## config.mk

```make
export PLATFORM = sky130hd
export DESIGN_NAME = tx_frame_launcher
export DESIGN_NICKNAME = d
export VERILOG_FILES = /design/src/rtl/tx_frame_launcher.sv
export SDC_FILE = /design/constraint.sdc
export NUM_CORES = 1
export LEC_CHECK = 0
export BUFFER_PORTS_ARGS = -buffer_cell sky130_fd_sc_hd__buf_2
export CAP_MARGIN = 20
export CORE_MARGIN = 2
export CORE_UTILIZATION = 48
export DETAILED_ROUTE_END_ITERATION = 8
export PLACE_DENSITY = 0.83
export RECOVER_POWER = 25
export SLEW_MARGIN = 25
export SYNTH_ARGS = -nofsm -noshare
export SYNTH_HDL_FRONTEND = slang
export SYNTH_SLANG_ARGS = --single-unit
export TNS_END_PERCENT = 50
```

## constraint.sdc

```tcl
create_clock -name clk -period 2.1 [get_ports clk]
set_input_delay 0.21 -clock clk [delete_from_list [all_inputs] [get_ports clk]]
set_output_delay 0.21 -clock clk [all_outputs]
set_load 0.05 [all_outputs]
```

## src/rtl/tx_frame_launcher.sv

```systemverilog
module tx_frame_launcher #(
  parameter int CNT_W     = 16,
  parameter int ADDR_W    = 13,
  parameter int TX_BASE   = 4096,
  parameter int BUF_BYTES = 2048,
  parameter int MIN_LEN   = 64,
  parameter int MAX_LEN   = 1530
) (
  input  logic              clk,
  input  logic              rst_n,
  input  logic              cnt_we,
  input  logic [CNT_W-1:0]  cnt_wdata,
  output logic [CNT_W-1:0]  cnt_q,
  output logic              buf_rd_en,
  output logic [ADDR_W-1:0] buf_rd_addr,
  input  logic [7:0]        buf_rd_data,
  output logic [7:0]        tx_data,
  output logic              tx_valid,
  output logic              tx_last,
  input  logic              tx_ready,
  output logic              tx_irq
);
  localparam int IDX_W   = $clog2(BUF_BYTES);
  localparam int PRE_LEN = 8;
  localparam int FCS_LEN = 4;

  typedef enum logic [2:0] {
    S_IDLE, S_CHK, S_PRD, S_PCMP, S_BRD, S_BLD, S_OUT, S_DONE
  } state_t;

  state_t            state;
  logic [IDX_W-1:0]  idx;
  logic [7:0]        pre_exp;
  logic [CNT_W-1:0]  last_pos;
  logic              len_bad;
  logic              is_last;

  assign pre_exp     = (idx == IDX_W'(PRE_LEN - 1)) ? 8'hD5 : 8'h55;
  assign last_pos    = cnt_q - CNT_W'(FCS_LEN + 1);
  assign is_last     = (CNT_W'(idx) == last_pos);
  assign len_bad     = (cnt_q < CNT_W'(MIN_LEN)) || (cnt_q > CNT_W'(MAX_LEN));
  assign buf_rd_en   = (state == S_PRD) || (state == S_BRD);
  assign buf_rd_addr = ADDR_W'(TX_BASE) + ADDR_W'(idx);
  assign tx_irq      = (state == S_DONE);

  always_ff @(posedge clk) begin
    if (!rst_n) begin
      state    <= S_IDLE;
      idx      <= '0;
      cnt_q    <= '0;
      tx_data  <= '0;
      tx_valid <= 1'b0;
      tx_last  <= 1'b0;
    end else begin
      case (state)
        S_IDLE: if (cnt_we) begin
          cnt_q <= cnt_wdata;
          if (cnt_wdata != '0) state <= S_CHK;
        end
        S_CHK: begin
          idx   <= '0;
          state <= len_bad ? S_DONE : S_PRD;
        end
        S_PRD: state <= S_PCMP;
        S_PCMP: begin
          if (buf_rd_data != pre_exp) state <= S_DONE;
          else begin
            idx   <= idx + 1'b1;
            state <= (idx == IDX_W'(PRE_LEN - 1)) ? S_BRD : S_PRD;
          end
        end
        S_BRD: state <= S_BLD;
        S_BLD: begin
          tx_data  <= buf_rd_data;
          tx_last  <= is_last;
          tx_valid <= 1'b1;
          state    <= S_OUT;
        end
        S_OUT: if (tx_ready) begin
          tx_valid <= 1'b0;
          if (tx_last) begin
            cnt_q <= '0;
            state <= S_DONE;
          end else begin
            idx   <= idx + 1'b1;
            state <= S_BRD;
          end
        end
        default: state <= S_IDLE;
      endcase
    end
  end

  AST_IRQ_PULSE: assert property (@(posedge clk) disable iff (!rst_n)
    tx_irq |=> !tx_irq);
  AST_STALL_HOLD: assert property (@(posedge clk) disable iff (!rst_n)
    (tx_valid && !tx_ready) |=> (tx_valid && $stable(tx_data) && $stable(tx_last)));
  AST_LEN_GATE: assert property (@(posedge clk) disable iff (!rst_n)
    tx_valid |-> (cnt_q >= CNT_W'(MIN_LEN) && cnt_q <= CNT_W'(MAX_LEN)));
  AST_CLEAR_DONE: assert property (@(posedge clk) disable iff (!rst_n)
    (tx_valid && tx_ready && tx_last) |=> (cnt_q == '0 && tx_irq));
  AST_RD_WINDOW: assert property (@(posedge clk) disable iff (!rst_n)
    buf_rd_en |-> (buf_rd_addr >= ADDR_W'(TX_BASE) &&
                   buf_rd_addr < ADDR_W'(TX_BASE + BUF_BYTES)));
endmodule

```

* After elaboration in Yosys (flattened, before gate mapping) *
Index checks and enable logic that the tools add are counted.
Widths: inputs -> output; s select.

operators by class
  magnitude comparators = 2
  reductions and logical operators = 11
  equal/unequal tests = 16
  mux-type cells = 19
  add/subtract/negate cells = 3

operators by type and width
  cell                    count
  $mux 16                 3
  $mux 11                 3
  $pmux 11 s3             1
  $pmux 16 s2             1
  $pmux 3 s7              1
  $mux 3                  6
  $eq 11x16->1            1
  $gt 16x11->1 const B    1
  $lt 16x7->1 const B     1
  $reduce_bool 16->1      1
  $sub 16x3->16 const B   1
  $add 13x11->13 const A  1
  $eq 3x3->1 const B      4
  $ne 2x2->1 const B      6
  $add 11x1->11 const B   1
  $eq 11x3->1 const B     1
  $mux 8                  1
  $ne 8x8->1              1
  $reduce_and 4->1        2
  $eq 3x2->1 const B      2
  $reduce_bool 2->1       2
  $eq 3x1->1 const B      1
  $logic_not 3->1         1
  $reduce_and 3->1        1
  6 further kinds         7

storage, ports and cells
  output and inout bits = 41
  word-level logic and storage cells = 57
  bits in registers = 40

* Depth between registers and ports, before layout *
  word-level depth = 5
  gate-level depth with buffers = 9
  mapped depth without buffers = 8

* Least setup slack after synthesis *
Ideal clock, no wire load.

  kind = flip-flop to flip-flop
  from = register idx[8]
  to = register idx[4]
  buffers on the path = 2
  stages on the path, launching flop included = 9
  setup time = 0.066 ns
  clock period less this slack = 2.319 ns
  data arrival time = 2.253 ns
  slack = -0.219 ns
  cells stage by stage = dfxtp_1 > buf_4 > nor4_2 > nand4_2 > xor2_2 > a31oi_4 > buf_6 > or4b_4 > a21boi_2

on the way
  longest elaborated chain between the ends = 5

RTL lines
  element                            line  RTL
  start, declared                    32    logic [IDX_W-1:0] idx;
  start signal, assigned             68    idx <= idx + 1'b1;
  start signal, assigned             85    idx <= idx + 1'b1;
  $eq 11x3->1                        38    assign pre_exp = (idx == IDX_W'(PRE_LEN - 1)) ? 8'hD5 : 8'h55;
  $mux 8                             38
  $ne 8x8->1                         66    if (buf_rd_data != pre_exp) state <= S_DONE;
  $ne 2x2->1 (no source line)        --
  $reduce_and 4->1 (no source line)  --

No other way between the ends.
A chain may end at the register's enable or synchronous reset.

* Final worst setup path *
  from = register idx[10]
  to = register idx[9]

Same word-level chain as after synthesis.

==> out/qor.txt <==
total number of vias -> 2536
fillers -> 455
R2R depth -> 6
clock share of power -> 15.7%
cts bufs inserted -> 5
clk root buf -> clkbuf_8
Initial DRC Count -> 239
ys flop type -> dfxtp_1
internal power -> 1.85 mW
Synth async-reset ratio -> 0%
Synth Area per Inst -> 8.57 µm²
hold_ws -> 0.186 ns
Seq. cell area -> 820 µm²
H-tree Lvls -> 2
Max-Cap Viols -> 0
post-route clock skew -> 0.00625 ns
Worst Tran Pin Value -> 0.673 ns
Pleak -> 1.26 nW
maximum vdd ir drop -> 0.883 mV
Synth top area share -> 31.7%
crit-path cells -> nor4_4 -> nand4_4 -> xor2_4 -> a31oi_4 -> or4_1 -> a21boi_1
worst path required time -> 2.33 ns
crit path max-delay cell type -> or4_1
Worst Path Buf+Inv -> 0
Worst-Skew Late Latency -> 0.29 ns
DP Area -> 0.00299 mm²
clk buf depth -> 2
WL/cell -> 15.3 µm
number of synthesized flops with an enable pin -> 0
Post-synth top cells -> dfxtp_1 (40), nor2b_1 (23), a22oi_1 (16), nand2_1 (16), nor2_1 (16)
post-route design area -> 0.00315 mm²
remaining routing DRC violations -> 0
yosys warns -> 0
number of global-route vias before repair -> 2320
CTS sink cnt -> 40
WS Path Type -> flip-flop to flip-flop
post-DP HPWL -> 4620 µm
Area contributors post-synth -> dfxtp_1 (32%), nor2b_1 (5.7%), a22oi_1 (4.8%)
total core area -> 0.00511 mm²
hold buffers post-CTS -> 0
grt total ovfl -> 0
status -> finished, final reports clean
Net Sw Frac -> 46.8%
Net Sw Power -> 1.62 mW
Clk pin slew, worst setup/hold paths -> 0.08 ns
FF-to-FF Start -> idx[10]
Hold Path Sink -> tx_data[6]
power per cell area -> 1100 mW/mm²
NumNets Final -> 396
dpl cells -> 426
Inserted Diodes -> 0
Initial Utilization -> 49.5%
hold path cells -> 3
Final ANT Viol Nets -> 0
Finished Layout Cells -> 436
Post-Syn Area -> 0.00253 mm²
syn_nets -> 325
Total GRT Usage -> 23.0%
CP top delay family -> simple AND/OR/NAND/NOR gates
part of the Yosys area used for sequential elements -> 31.7%
die area -> 0.00586 mm²
DIE WIDTH -> 76.6 µm
critical-path maximum fanout -> 11
Hold Startpoint -> buf_rd_data[6]
post-synth top area cell -> dfxtp_1
final period utilization -> 97.0%
Die Ht -> 76.6 µm
area growth from synthesis to layout -> 24.7%
Max-Slew Margin vs Limit -> 55.1%
Comb power frac -> 53.8%
Ports -> 69
CTS tree -> built
Rows -> 26
leading cell type by number of instances after synthesis -> dfxtp_1
Setup crit end kind -> flip-flop
Cell variety after synth -> 65
flop-to-flop setup slack -> 0.06 ns
slowest stage delay, CP -> 0.54 ns
drt first pass iters -> 5
crit path launch type -> flip-flop
setup violators final -> 0
global-route wire length before repair -> 11000 µm
Routed WL -> 6690 µm
max-slew violations -> 0
share of layout cells above drive strength 1 -> 32.5%
RSZ-0062 raised after global routing -> yes
initial antenna violation count -> 0
FF+latch count, synth -> 40
Critical R2R Capture -> idx[9]
gpl congestion -> 0.849
Syn Inst Count -> 295
Peak Freq -> 491 MHz
Fin. Hold Viols -> 0
largest net degree at the start of global routing -> 41
Via density -> 5.82
Hold WC Path Type -> input pin to flip-flop
area of the multi-input gates -> 0.00167 mm²
CP arrival -> 2.26 ns
Flop pwr share -> 30.5%
I/O Buffers -> 66
Final min period -> 2.04 ns
-- cell families after synthesis --
| family | synth area share, % |
|---|---|
| compound gates | 20.3 |
| xor+xnor | 5.50 |
| fa+ha+maj | 0.990 |
| buf+inv | 5.84 |
| flops | 31.7 |
| mux | 2.43 |
| other cells | 0.297 |
| simple gates | 32.9 |
-- stage by stage --
stage          util, %  power (mW)  TNS (ns)  setup slack, ns
6_report          61.7        3.47         0           0.0625
5_1_grt           61.7        3.68    -0.149          -0.0406
4_1_cts           60.9        3.43         0          0.00305
3_5_place_dp      58.5        2.85  -0.00857         -0.00590
3_3_place_gp      58.4        2.81         0           0.0584
2_1_floorplan        -        2.49  -0.00125         -0.00125
-- layout by cell type, fill, tap and decap left out, types with 6 or more instances in the layout --
cell	instances
nor2_1	16
o21ai_0	14
xnor2_1	8
and3_1	6
nor4_1	10
a21oi_1	7
dfxtp_1	27
clkbuf_1	14
nor3_1	6
nor2b_1	22
nand3_1	11
xor2_1	6
buf_4	20
buf_2	52
dfxtp_2	12
clkbuf_8	7
nand2_1	16
a22oi_1	16
a21boi_1	8
or4b_1	6
-- layer usage --
layer	vias up	routed length (µm)	global-route usage, %	share of wire, %
met2	88	3340	39.0	50
met4	0	106	8.18	1.6
met3	14	334	4.74	5.0
met1	1204	2910	28.8	44
li1	1230	-	-	-
met5	-	0	0	0
-- power by group through the flow --
stage | Combinational (mW) | Clock [mW] | Sequential (mW)
6_report | 1.87 | 0.545 | 1.06
4_1_cts | 1.83 | 0.550 | 1.05
5_1_grt | 2.01 | 0.591 | 1.08
2_1_floorplan | 1.21 | 0 | 1.28
3_5_place_dp | 1.78 | 0 | 1.07
3_3_place_gp | 1.74 | 0 | 1.07
-- timing repair --
action / in CTS / in global routing
setup endpoints to repair: 10 / 12
pin swaps: 2 / 3
buffers inserted: 0 / 2
cloned: 1 / 0
resized for setup: 1 / 9
-- tightest hold or removal path, cell delays in order --
cell and delay, ns:
buf_2 0.08, mux2i_1 0.05, nor2b_1 0.09
-- layout make-up --
class	instances	area share (%)
tap	70	2.78
clock buffer	7	3.06
sequential	40	26.0
multi-input combinational	229	53.0
inverter	4	0.477
timing repair buffer	86	14.7
-- flip-flops by register name, indices dropped and copies added (netlist names) --
name	flops
idx	11
state	3
tx_valid	1
tx_last	1
tx_data	8
cnt_q	16
-- worst max path at each step --
stage                 start  endpoint  depth (start not counted)
finish              idx[10]    idx[9]                          6
global route        idx[10]    idx[2]                          6
CTS                  idx[4]    idx[1]                          6
detailed placement   idx[4]    idx[2]                          6
global placement     idx[4]    idx[3]                          6
floorplan            idx[0]    idx[4]                          7
No activity file was read; power rests on OpenSTA's default activity.
